**src/rtl/acc_round_pkg.sv**
```systemverilog
package acc_round_pkg;
  localparam int TOP_W   = 8;
  localparam int WORD_W  = 16;
  localparam int ACC_W   = TOP_W + 2 * WORD_W;
  localparam int CTRL_W  = 16;
  localparam int MODE_BIT = 12;

  typedef struct packed {
    logic capture;
    logic biasMode;
  } roundCtl_t;
endpackage

```
**src/rtl/acc_round_ctrl.sv**
```systemverilog
module acc_round_ctrl
  import acc_round_pkg::*;
#(
  parameter int CW   = CTRL_W,
  parameter int MBIT = MODE_BIT
) (
  input  logic          clk,
  input  logic          rstN,
  input  logic          roundReq,
  input  logic          ctrlWrEn,
  input  logic [CW-1:0] ctrlWrData,
  output logic [CW-1:0] ctrlRdData,
  output roundCtl_t     ctl
);
  logic [CW-1:0] ctrlReg;

  always_ff @(posedge clk) begin
    if (!rstN) ctrlReg <= '0;
    else if (ctrlWrEn) ctrlReg <= ctrlWrData;
  end

  assign ctrlRdData = ctrlReg;

  always_comb begin
    ctl.capture  = roundReq;
    ctl.biasMode = ctrlReg[MBIT];
  end
endmodule

```
**src/rtl/acc_round_dp.sv**
```systemverilog
module acc_round_dp
  import acc_round_pkg::*;
#(
  parameter int TW = TOP_W,
  parameter int WW = WORD_W
) (
  input  logic              clk,
  input  logic              rstN,
  input  roundCtl_t         ctl,
  input  logic [TW+2*WW-1:0] accIn,
  output logic [TW+2*WW-1:0] accOut,
  output logic              accValid
);
  localparam int AW = TW + 2 * WW;
  localparam int UW = TW + WW;
  localparam logic [WW-1:0] HALF = {1'b1, {(WW-1){1'b0}}};

  logic [WW-1:0] lowWord;
  logic [UW-1:0] upperPart;
  logic [UW-1:0] upperRnd;
  logic          isTie;
  logic          atOrAbove;

  assign lowWord   = accIn[WW-1:0];
  assign upperPart = accIn[AW-1:WW];
  assign isTie     = (lowWord == HALF);
  assign atOrAbove = lowWord[WW-1];

  always_comb begin
    upperRnd = upperPart + UW'(atOrAbove);
    if (isTie && !ctl.biasMode) upperRnd[0] = 1'b0;
  end

  always_ff @(posedge clk) begin
    if (!rstN) begin
      accOut   <= '0;
      accValid <= 1'b0;
    end else begin
      accValid <= ctl.capture;
      if (ctl.capture) accOut <= {upperRnd, lowWord};
    end
  end
endmodule

```
**src/rtl/acc_round_top.sv**
```systemverilog
module acc_round_top
  import acc_round_pkg::*;
(
  input  logic              clk,
  input  logic              rstN,
  input  logic              roundReq,
  input  logic [ACC_W-1:0]  accIn,
  input  logic              ctrlWrEn,
  input  logic [CTRL_W-1:0] ctrlWrData,
  output logic [CTRL_W-1:0] ctrlRdData,
  output logic [ACC_W-1:0]  accOut,
  output logic              accValid
);
  roundCtl_t ctl;

  acc_round_ctrl #(.CW(CTRL_W), .MBIT(MODE_BIT)) i_ctrl (
    .clk(clk), .rstN(rstN), .roundReq(roundReq),
    .ctrlWrEn(ctrlWrEn), .ctrlWrData(ctrlWrData),
    .ctrlRdData(ctrlRdData), .ctl(ctl)
  );

  acc_round_dp #(.TW(TOP_W), .WW(WORD_W)) i_dp (
    .clk(clk), .rstN(rstN), .ctl(ctl), .accIn(accIn),
    .accOut(accOut), .accValid(accValid)
  );
endmodule

```
**config.mk**
```make
export PLATFORM = sky130hd
export DESIGN_NAME = acc_round_top
export DESIGN_NICKNAME = d
export VERILOG_FILES = /design/src/rtl/acc_round_pkg.sv /design/src/rtl/acc_round_ctrl.sv /design/src/rtl/acc_round_dp.sv /design/src/rtl/acc_round_top.sv
export SDC_FILE = /design/constraint.sdc
export NUM_CORES = 1
export LEC_CHECK = 0
export BUFFER_PORTS_ARGS = -buffer_cell sky130_fd_sc_hd__buf_2
export CAP_MARGIN = 25
export CELL_PAD_IN_SITES_DETAIL_PLACEMENT = 1
export CELL_PAD_IN_SITES_GLOBAL_PLACEMENT = 1
export CORE_MARGIN = 2
export CORE_UTILIZATION = 33
export CTS_CLUSTER_DIAMETER = 120
export CTS_CLUSTER_SIZE = 40
export DETAILED_ROUTE_END_ITERATION = 8
export GPL_TIMING_DRIVEN = 1
export PLACE_DENSITY_LB_ADDON = 0.1
export REMOVE_ABC_BUFFERS = 1
export SYNTH_ARGS = -nofsm -noshare
export SYNTH_HDL_FRONTEND = slang
export SYNTH_HIERARCHICAL = 1
export SYNTH_SLANG_ARGS = --single-unit
```
**constraint.sdc**
```tcl
create_clock -name clk -period 2.4 [get_ports clk]
set_clock_uncertainty 0.15 [all_clocks]
set_input_delay 0.24 -clock clk [delete_from_list [all_inputs] [get_ports clk]]
set_output_delay 0.24 -clock clk [all_outputs]
set_load 0.03 [all_outputs]
```
Yosys cells after proc, flatten, opt, wreduce, memory -nomap -nowiden
Cells that the tools add are included.

Logic and storage cells: 8. Bits in registers: 57. Output and inout port bits: 57. Input bits: 60.

$add $sub $neg: 1. Mux-type cells: 1. Eq/ne operators: 1. Reductions and logical operators: 2.

Operator list (count): $add 24x1->24 (1); $eq 16x16->1 const B (1); $logic_and 1x1->1 (1); $logic_not 1->1 (1); $mux 1 (1).

Depth between registers and ports, before layout
Gate-level depths: netlist (run 1).

Depth after elaboration: 3. Gate-level depth with buffers: 7. Mapped depth without buffers: 6.

Modules after synthesis
Netlist (run 1), hierarchy kept.

By module, submodules not included: acc_round_dp (cells an instance 215, seq. area each 820.8 um2, instances 1, area each 1899.3 um2); acc_round_ctrl (cells an instance 53, seq. area each 320.3 um2, instances 1, area each 630.6 um2).

Worst setup path after synthesis (run 1)
OpenSTA, ideal clock, no wires.

Kind: in2reg. Start point: in accIn[15]. End point: reg i_dp.accOut[39]. Required time: 2176 ps. Setup time: 74 ps. Arrival time: 1636 ps. Stages: 6. Path buffers: 1. Path slack: 540 ps. Cell sequence: ha_1 nand2_1 or3_1 buf_2 or4_1 a31oi_1.

Cells in the longest elaborated chain, start to end: 1.

RTL lines: start: declaration (RTL line acc_round_top.sv:7) `input logic [ACC_W-1:0] accIn,`; $add 24x1->24 (RTL line acc_round_dp.sv:30) `upperRnd = upperPart + UW'(atOrAbove);`; end signal: assignment (RTL line acc_round_dp.sv:40) `if (ctl.capture) accOut <= {upperRnd, lowWord};`; end: declaration (RTL line acc_round_dp.sv:11) `output logic [TW+2*WW-1:0] accOut,`.

No other way between the ends. A chain may end at the register's enable or synchronous reset.

Worst setup path in the final report (run 1)
Start point: in accIn[0]. End point: reg i_dp.accOut[16].

Cells in the longest elaborated chain, start to end: 3.

RTL lines: $eq 16x16->1 (RTL line acc_round_dp.sv:26) `assign isTie = (lowWord == HALF);`; $logic_and 1x1->1 (RTL line acc_round_dp.sv:31) `if (isTie && !ctl.biasMode) upperRnd[0] = 1'b0;`; $mux 1 (RTL line acc_round_dp.sv:31).

No other way between the ends.

==> implementation parameters, run 1 <==
Parameter                              Value

Global routing
  Total track usage    17.6%
  Overall overflow remaining after global route    0
  Antenna violations before repair    0
  Maximum number of pins on one net before global-route repair    31
  Global-route wire length before repair    11.7 mm
  Via count of the first global-routing pass    2404

Finish
  Area of the multi-input gates    0.00128 mm²
  Area added between synthesis and finish    34.7%
  Filler cell count    900
  Share of post-route cells with drive strength above 1    a little over a third
  Commonest cells after routing, fill and taps aside    116 x sky130_fd_sc_hd__buf_2, 57 x sky130_fd_sc_hd__dfxtp_1, 33 x sky130_fd_sc_hd__mux2i_1, 24 x sky130_fd_sc_hd__nor2_1, 21 x sky130_fd_sc_hd__o21ai_0
  Count of nets after finishing    447
  FF+latch area    0.00114 mm²
  Diodes inserted    0
  Most common library cell in the layout ignoring fill and taps    sky130_fd_sc_hd__buf_2
  Final Instance Count excl. Fillers    488

Clock network
  Max Root-Sink Buffers    2
  TritonCTS clock tree    built
  Clock Root Buffer    sky130_fd_sc_hd__clkbuf_8
  CTS Buf Count    9
  CTS H-tree depth    3
  Clock network latency to the later pin of the worst-skew pair    0.33 ns
  Clk slew on worst S/H paths    0.07 ns
  Clock tree sinks    57
  Setup Fix Bufs, Post-CTS    0

Route
  Routed WL per cell    14.6 µm
  Final routed wirelength across all metal layers    7.14 mm
  Number of detailed-routing iterations run before antenna repair    4
  Mean number of vias per cell    4.86
  Drt drc    0
  Post-route ant nets    0
  First-iteration detailed-routing DRC count    36
  Routed via count    2374

STA
  Worst-case setup margin in the final layout    0.300 ns
  Final count of pins violating max slew    0
  Final Hold Vio Count    0
  F_max    476 MHz
  Total negative setup slack    0 ns
  Share of the clock period used by the worst path    87.5%
  RSZ-0062 raised after global routing    no
  Transition time at the pin with the least slew margin    roughly 0.69 ns
  Time the worst path needs with I/O delays and setup    2.10 ns
  Headroom to the max-slew limit    53.9%
  Setup Viol. Count Final    0

Die
  Initial core utilization    34.5%
  Rows    31
  Horiz. Die Dim    91.6 µm
  Die area    0.00838 mm²
  DIE HEIGHT    91.6 µm
  Core Region    0.00733 mm²
  I/O pin cnt    117

Yosys
  Yosys warning count    6
  Gate count after technology mapping    roughly 270
  Cell area after technology mapping    0.00253 mm²
  Number of distinct library cell variants in the gate-level netlist after synthesis    36
  Sequential share of the synthesized area    ~45%
  Cell types with the largest area share after synthesis    sky130_fd_sc_hd__dfxtp_1 45%, sky130_fd_sc_hd__mux2i_1 13%, sky130_fd_sc_hd__nor2b_1 4.2%
  Yosys reg bits    57
  Synth top area share    around 45%
  Largest area contributor in the synthesized netlist    sky130_fd_sc_hd__dfxtp_1
  Synth Area per Inst    9.44 µm²

Placed design
  Global placement routability congestion    around 0.75
  Placed cell count    469
  HPWL Detailed    5.41 mm
  Number of buffers added on ports    ~120
  Setup WS pre-CTS    0.228 ns

Setup path
  Required time of the worst setup path    2.47 ns
  Critical Path, Cell by Cell    dlygate4sd3_1 -> buf_2 -> or4_1 -> or4_1 -> a32o_1
  Register-to-register path setup slack    0.66 ns
  Register-to-Register Path Depth    4
  Biggest fanout along the worst timing path    2
  Kind of capture point of the worst setup path    register
  Maximum single-stage delay on the critical path    0.53 ns
  CP arrival    2.17 ns
  Startpoint kind of the worst setup timing path    input pin
  Startpoint of the worst register-to-register path    i_ctrl/ctrlRdData[12]
  Critical Setup Path Class    input pin to register
  Worst flop-to-flop path endpoint    i_dp/accOut[16]
  Max stage delay cell, worst path    sky130_fd_sc_hd__dlygate4sd3_1
  Dominant cell type by count on the critical path    sky130_fd_sc_hd__or4_1

Power and ir drop
  LEAKAGE    1.59 nW
  Power per standard cell area    712 mW/mm²
  Largest vdd supply drop    about 0.30 mV

Min path
  Worst-case hold path end point    i_dp/accOut[5]
  Hold Path Cell Cnt    3
  Tightest Hold Check Type    input pin to register
  Startpoint of the tightest hold check path    accIn[5]

Run status
  Result of the run    complete, no violations

Run
  Max Cap Viol    0
==> where the power goes <==
group | switching (mW) | leakage, nW | internal, mW
sequential | 0.0284 | 0.472 | 1.01
clock | 0.390 | 0.106 | 0.579
combinational | 0.270 | 1.01 | 0.151
total | 0.688 | 1.59 | 1.74
==> worst max-delay path: cells and delay by family <==
kind                   cells  cell delay, ns
buffers and inverters      2            0.65
AND/OR/NAND/NOR            2            1.02
AO/OA/AOI/OAI              1            0.26
==> Yosys cell counts, drive strengths merged <==
master  instances
buf             8
o21ai          21
clkbuf         11
and4            4
nand3b          1
ha              3
a311oi          1
nor4b           1
xnor2           4
mux2i          33
or4             7
nand2           9
nor3            2
xor2            8
inv             2
and2            1
and3            2
nor2           24
or2             1
or3             8
nor2b          17
nand3           9
nor4            3
a41o            1
dfxtp          57
nand4           5
a21oi           8
a31oi           8
a32o            1
o31ai           4
a211oi          4
==> metrics by stage <==
step           hold WS [ns]  utilization (%)  total power, mW  instance area, µm²
6_report             0.0122             46.5             2.43                3410
5_1_grt              0.0152             46.5             2.54                3410
4_1_cts             0.00220             46.5             2.45                3410
3_5_place_dp          0.333             43.2             1.48                3170
3_3_place_gp          0.319             43.2             1.47                3170
2_1_floorplan         0.179                -             1.29                2420
==> cell type report <==
cell class	count	area share (%)
clock buffers	10	3.75
clock inverters	6	2.42
inverters	2	0.220
multi-input cells	190	37.5
flip-flops and latches	57	33.5
well taps	99	3.64
repair buffers	124	19.0
==> worst max-delay path by stage <==
stage	start	to	slack (ns)	cells past startpoint
floorplan	accIn[15]	i_dp/accOut[36]	0.56	6
global placement	accIn[15]	i_dp/accOut[39]	0.29	6
detailed placement	accIn[15]	i_dp/accOut[39]	0.23	6
CTS	accIn[0]	i_dp/accOut[16]	0.32	5
global route	accIn[0]	i_dp/accOut[16]	0.27	5
finish	accIn[0]	i_dp/accOut[16]	0.30	5
==> layer usage <==
layer / wire length [µm] / global-route usage, % / vias to the layer above
met3: 471 / 4.48 / 9
met1: 3280 / 22.0 / 1091
met2: 3260 / 28.0 / 76
met5: 0 / 0 / -
met4: 125 / 8.33 / 0
li1: - / - / 1198
==> cell families (layout without fill, tap and decap cells) <==
logic type               count (synthesis)  count (layout)  share of synthesized area, %
AND/OR/NAND/NOR                         94              94                          20.5
flip-flops                              57              57                          45.1
AO/OA/AOI/OAI                           48              48                          11.2
multiplexers                            33              33                          13.1
buffers and inverters                   21             142                          4.45
XOR/XNOR                                12              12                          4.15
adder cells (fa/ha/maj)                  3               3                          1.48
==> registers in the layout, summed over array words and instances, names as in the netlist <==
register and count:
i_ctrl/ctrlRdData 16, i_dp/accOut 40, i_dp/accValid 1
==> timing repair <==
| item | CTS | global route |
|---|---|---|
| endpoints found under the hold margin | 3 | 0 |
| hold buffers | 3 | 0 |
| resized for setup | 0 | 0 |
(Power assumes the default switching activity.)
==> inputs of run 2 (changes only) <==
- SYNTH_HIERARCHICAL: 1 -> not set
==> run 2 against run 1 <==
Die area down 2.0%. Wire length is 0.25% lower. Synthesized cell count shrank 0.75%. Global-route usage grew 0.13 points. Register-to-register slack improved by 0.54 ns. Hold slack got worse by 0.0047 ns. Non-clock buffer count up 15.
==> implementation parameters, run 2 <==
Parameter                              Value

Run status
  Result of the run    complete, no violations (unchanged)

Run
  Max Cap Viol    0 (unchanged)

Setup path
  Critical Setup Path Class    input pin to register (unchanged)
  Register-to-Register Path Depth    3 (was 4)
  Kind of capture point of the worst setup path    register (unchanged)
  CP arrival    2.03 ns (was 2.17 ns)
  Required time of the worst setup path    2.48 ns (was 2.47 ns)
  Biggest fanout along the worst timing path    2 (unchanged)
  Startpoint kind of the worst setup timing path    input pin (unchanged)
  Register-to-register path setup slack    1.20 ns (was 0.66 ns)
  Worst flop-to-flop path endpoint    i_dp.accOut[16] (was i_dp/accOut[16])
  Startpoint of the worst register-to-register path    i_ctrl.ctrlRdData[12] (was i_ctrl/ctrlRdData[12])

Yosys
  Largest area contributor in the synthesized netlist    sky130_fd_sc_hd__dfxtp_1 (unchanged)
  Ranking of synthesized cells by instance count    57 x sky130_fd_sc_hd__dfxtp_1, 38 x sky130_fd_sc_hd__nor2_1, 33 x sky130_fd_sc_hd__mux2i_1 (was 57 x sky130_fd_sc_hd__dfxtp_1, 33 x sky130_fd_sc_hd__mux2i_1, 24 x sky130_fd_sc_hd__nor2_1)
  Synth Area per Inst    9.31 µm² (was 9.44 µm²)
  Number of distinct library cell variants in the gate-level netlist after synthesis    36 (unchanged)
  Number of synthesized flops with an enable pin    0 (unchanged)
  Cell types with the largest area share after synthesis    sky130_fd_sc_hd__dfxtp_1 46%, sky130_fd_sc_hd__mux2i_1 13%, sky130_fd_sc_hd__nor2_1 5.8% (was sky130_fd_sc_hd__dfxtp_1 45%, sky130_fd_sc_hd__mux2i_1 13%, sky130_fd_sc_hd__nor2b_1 4.2%)
  Yosys reg bits    57 (unchanged)
  Share of flip-flops with an asynchronous set or reset    0% (unchanged)
  Library cell with the highest instance count after synthesis    sky130_fd_sc_hd__dfxtp_1 (unchanged)
  Gate count after technology mapping    266 (was 268)
  Sequential share of the synthesized area    46.1% (was 45.1%)
  Synth top area share    46.1% (was 45.1%)
  Primary flip-flop cell chosen by synthesis mapping    sky130_fd_sc_hd__dfxtp_1 (unchanged)
  Yosys warning count    0 (was 6)
  Cell area after technology mapping    0.00248 mm² (was 0.00253 mm²)

Die
  Initial core utilization    34.1% (was 34.5%)
  I/O pin cnt    117 (unchanged)
  Horiz. Die Dim    90.6 µm (was 91.6 µm)
  DIE HEIGHT    90.6 µm (was 91.6 µm)
  Rows    31 (unchanged)
  Die area    0.00821 mm² (was 0.00838 mm²)
  Core Region    0.00725 mm² (was 0.00733 mm²)

Global routing
  Overall overflow remaining after global route    0 (unchanged)
  Maximum number of pins on one net before global-route repair    26 (was 31)
  Total track usage    17.7% (was 17.6%)
  Via count of the first global-routing pass    2467 (was 2404)
  Global-route wire length before repair    11.6 mm (was 11.7 mm)
  Antenna violations before repair    0 (unchanged)

Finish
  Most common library cell in the layout ignoring fill and taps    sky130_fd_sc_hd__buf_2 (unchanged)
  Register with the highest flop count    i_dp.accOut (was i_dp/accOut)
  Area added between synthesis and finish    41.8% (was 34.7%)
  Diodes inserted    0 (unchanged)
  Final Instance Count excl. Fillers    500 (was 488)
  Area of the multi-input gates    0.00124 mm² (was 0.00128 mm²)
  FF+latch area    0.00114 mm² (unchanged)
  Largest register FFs    40 (unchanged)
  Commonest cells after routing, fill and taps aside    116 x sky130_fd_sc_hd__buf_2, 57 x sky130_fd_sc_hd__dfxtp_1, 38 x sky130_fd_sc_hd__nor2_1, 33 x sky130_fd_sc_hd__mux2i_1, 20 x sky130_fd_sc_hd__o21ai_0 (was 116 x sky130_fd_sc_hd__buf_2, 57 x sky130_fd_sc_hd__dfxtp_1, 33 x sky130_fd_sc_hd__mux2i_1, 24 x sky130_fd_sc_hd__nor2_1, 21 x sky130_fd_sc_hd__o21ai_0)
  Share of post-route cells with drive strength above 1    35.4% (was 35.5%)
  Count of nets after finishing    459 (was 447)
  Filler cell count    890 (was 900)

Placed design
  Placed cell count    465 (was 469)
  Global placement routability congestion    0.721 (was 0.746)
  HPWL Detailed    5.12 mm (was 5.41 mm)
  Number of buffers added on ports    116 (unchanged)

Power and ir drop
  Cell-internal power    1.67 mW (was 1.74 mW)
  Power dissipated by switching net loads    0.692 mW (was 0.688 mW)
  Relative contribution of combinational cells to total power    18.4% (was 17.3%)
  Part of the total power dissipated in sequential elements    43.8% (was 42.7%)
  Clock power share    37.8% (was 39.9%)
  Largest vdd supply drop    0.300 mV (about the same)
  Power per standard cell area    674 mW/mm² (was 712 mW/mm²)
  Switching portion of total power    29.2% (was 28.4%)
  LEAKAGE    1.64 nW (was 1.59 nW)

STA
  RSZ-0062 raised after global routing    no (unchanged)
  Final Hold Vio Count    0 (unchanged)
  Final count of pins violating max slew    0 (unchanged)
  Time the worst path needs with I/O delays and setup    1.95 ns (was 2.10 ns)
  Transition time at the pin with the least slew margin    0.498 ns (was 0.691 ns)
  Share of the clock period used by the worst path    81.4% (was 87.5%)
  Total negative setup slack    0 ns (unchanged)
  F_max    512 MHz (was 476 MHz)
  Headroom to the max-slew limit    66.8% (was 53.9%)
  Setup Viol. Count Final    0 (unchanged)

Route
  Number of detailed-routing iterations run before antenna repair    4 (unchanged)
  Mean number of vias per cell    4.85 (was 4.86)
  First-iteration detailed-routing DRC count    45 (was 36)
  Drt drc    0 (unchanged)
  Post-route ant nets    0 (unchanged)
  Routed WL per cell    14.2 µm (was 14.6 µm)
  Routed via count    2426 (was 2374)
  Final routed wirelength across all metal layers    7.12 mm (was 7.14 mm)

Min path
  Hold Path Cell Cnt    3 (unchanged)
  Startpoint of the tightest hold check path    ctrlWrData[8] (was accIn[5])
  Tightest Hold Check Type    input pin to register (unchanged)
  Worst-case hold path end point    i_ctrl.ctrlRdData[8] (was i_dp/accOut[5])

Clock network
  Clock Root Buffer    sky130_fd_sc_hd__clkbuf_8 (unchanged)
  Setup Fix Bufs, Post-CTS    0 (unchanged)
  Clock network latency to the later pin of the worst-skew pair    0.33 ns (about the same)
  Max Root-Sink Buffers    2 (unchanged)
  TritonCTS clock tree    built (unchanged)
  CTS Buf Count    9 (unchanged)
  CTS H-tree depth    3 (unchanged)
  Clock tree sinks    57 (unchanged)
  Clk slew on worst S/H paths    0.07 ns (about the same)
-- run 2: cell types whose count changed in the layout (fill, tap and decap cells not counted), sizes merged, moves of 5 or more --
| cell | delta |
|---|---|
| dlygate4sd3 | +16 |
| or3 | -5 |
| nor2 | +14 |
| nor2b | -16 |
-- run 2: cell type report --
type | count | share of cell area, %
Clock buffer | 11 | 4.03
Sequential cell | 57 | 32.5
Tap cell | 99 | 3.53
Multi-Input combinational cell | 187 | 35.4
Clock inverter | 5 | 1.57
Timing Repair Buffer | 139 | 22.8
Inverter | 2 | 0.214
-- run 2: power by group through the flow --
stage	Combinational, mW	Clock [mW]	Sequential [mW]
2_1_floorplan	0.109	0	1.18
3_3_place_gp	0.408	0	1.05
3_5_place_dp	0.414	0	1.06
4_1_cts	0.438	0.925	1.04
5_1_grt	0.474	0.969	1.04
6_report	0.435	0.894	1.04
-- run 2: how the worst max path moves through the flow --
stage | start | endpoint | depth (start not counted)
final | accIn[1] | i_dp.accOut[16] | 6
after global routing | accIn[1] | i_dp.accOut[16] | 6
after CTS | accIn[1] | i_dp.accOut[16] | 6
after detailed placement | accIn[15] | i_dp.accOut[33] | 6
after global placement | accIn[15] | i_dp.accOut[31] | 6
after floorplan | accIn[15] | i_dp.accOut[34] | 5
-- run 2: repair_timing --
| action | in CTS | in global routing |
|---|---|---|
| hold buffers | 18 | 1 |
| resized for setup | 0 | 0 |
| endpoints found under the hold margin | 18 | 1 |
-- run 2: metal layers --
layer  global-route usage (%)  share of wire [%]  vias to the layer above
li1                         -                  -                     1220
met1                     21.3                 45                     1125
met2                     29.4                 47                       71
met3                     5.51                6.6                       10
met4                     6.92                1.6                        0
met5                        0                  0                        -
-- run 2: kinds of logic after synthesis --
logic type | count (synthesis) | synth area share (%)
and+or+nand+nor | 90 | 19.1
DFF | 57 | 46.1
muxes | 33 | 13.3
AOI/OAI and AO/OA | 50 | 12.3
adders and majority gates | 3 | 1.52
xor gates and xnor gates | 11 | 3.89
buffers and inverters | 22 | 3.79
-- run 2: through the flow --
stage | power, mW | setup WS (ns) | hold slack [ns] | cell area [µm²] | utilization [%]
after floorplan | 1.29 | 0.829 | 0.179 | 2390 | -
after global placement | 1.46 | 0.542 | 0.317 | 3120 | 43.1
after detailed placement | 1.47 | 0.477 | 0.329 | 3120 | 43.1
after CTS | 2.40 | 0.451 | 0.000560 | 3500 | 48.3
after global routing | 2.49 | 0.354 | 0.0145 | 3510 | 48.4
final | 2.37 | 0.448 | 0.00758 | 3510 | 48.4
-- run 2: critical path, stage by stage --
cell and delay (ns):
sky130_fd_sc_hd__dlygate4sd3_1 0.55, sky130_fd_sc_hd__buf_2 0.13, sky130_fd_sc_hd__or4_1 0.53, sky130_fd_sc_hd__nor3_1 0.18, sky130_fd_sc_hd__nand4_1 0.13, sky130_fd_sc_hd__a32o_1 0.27
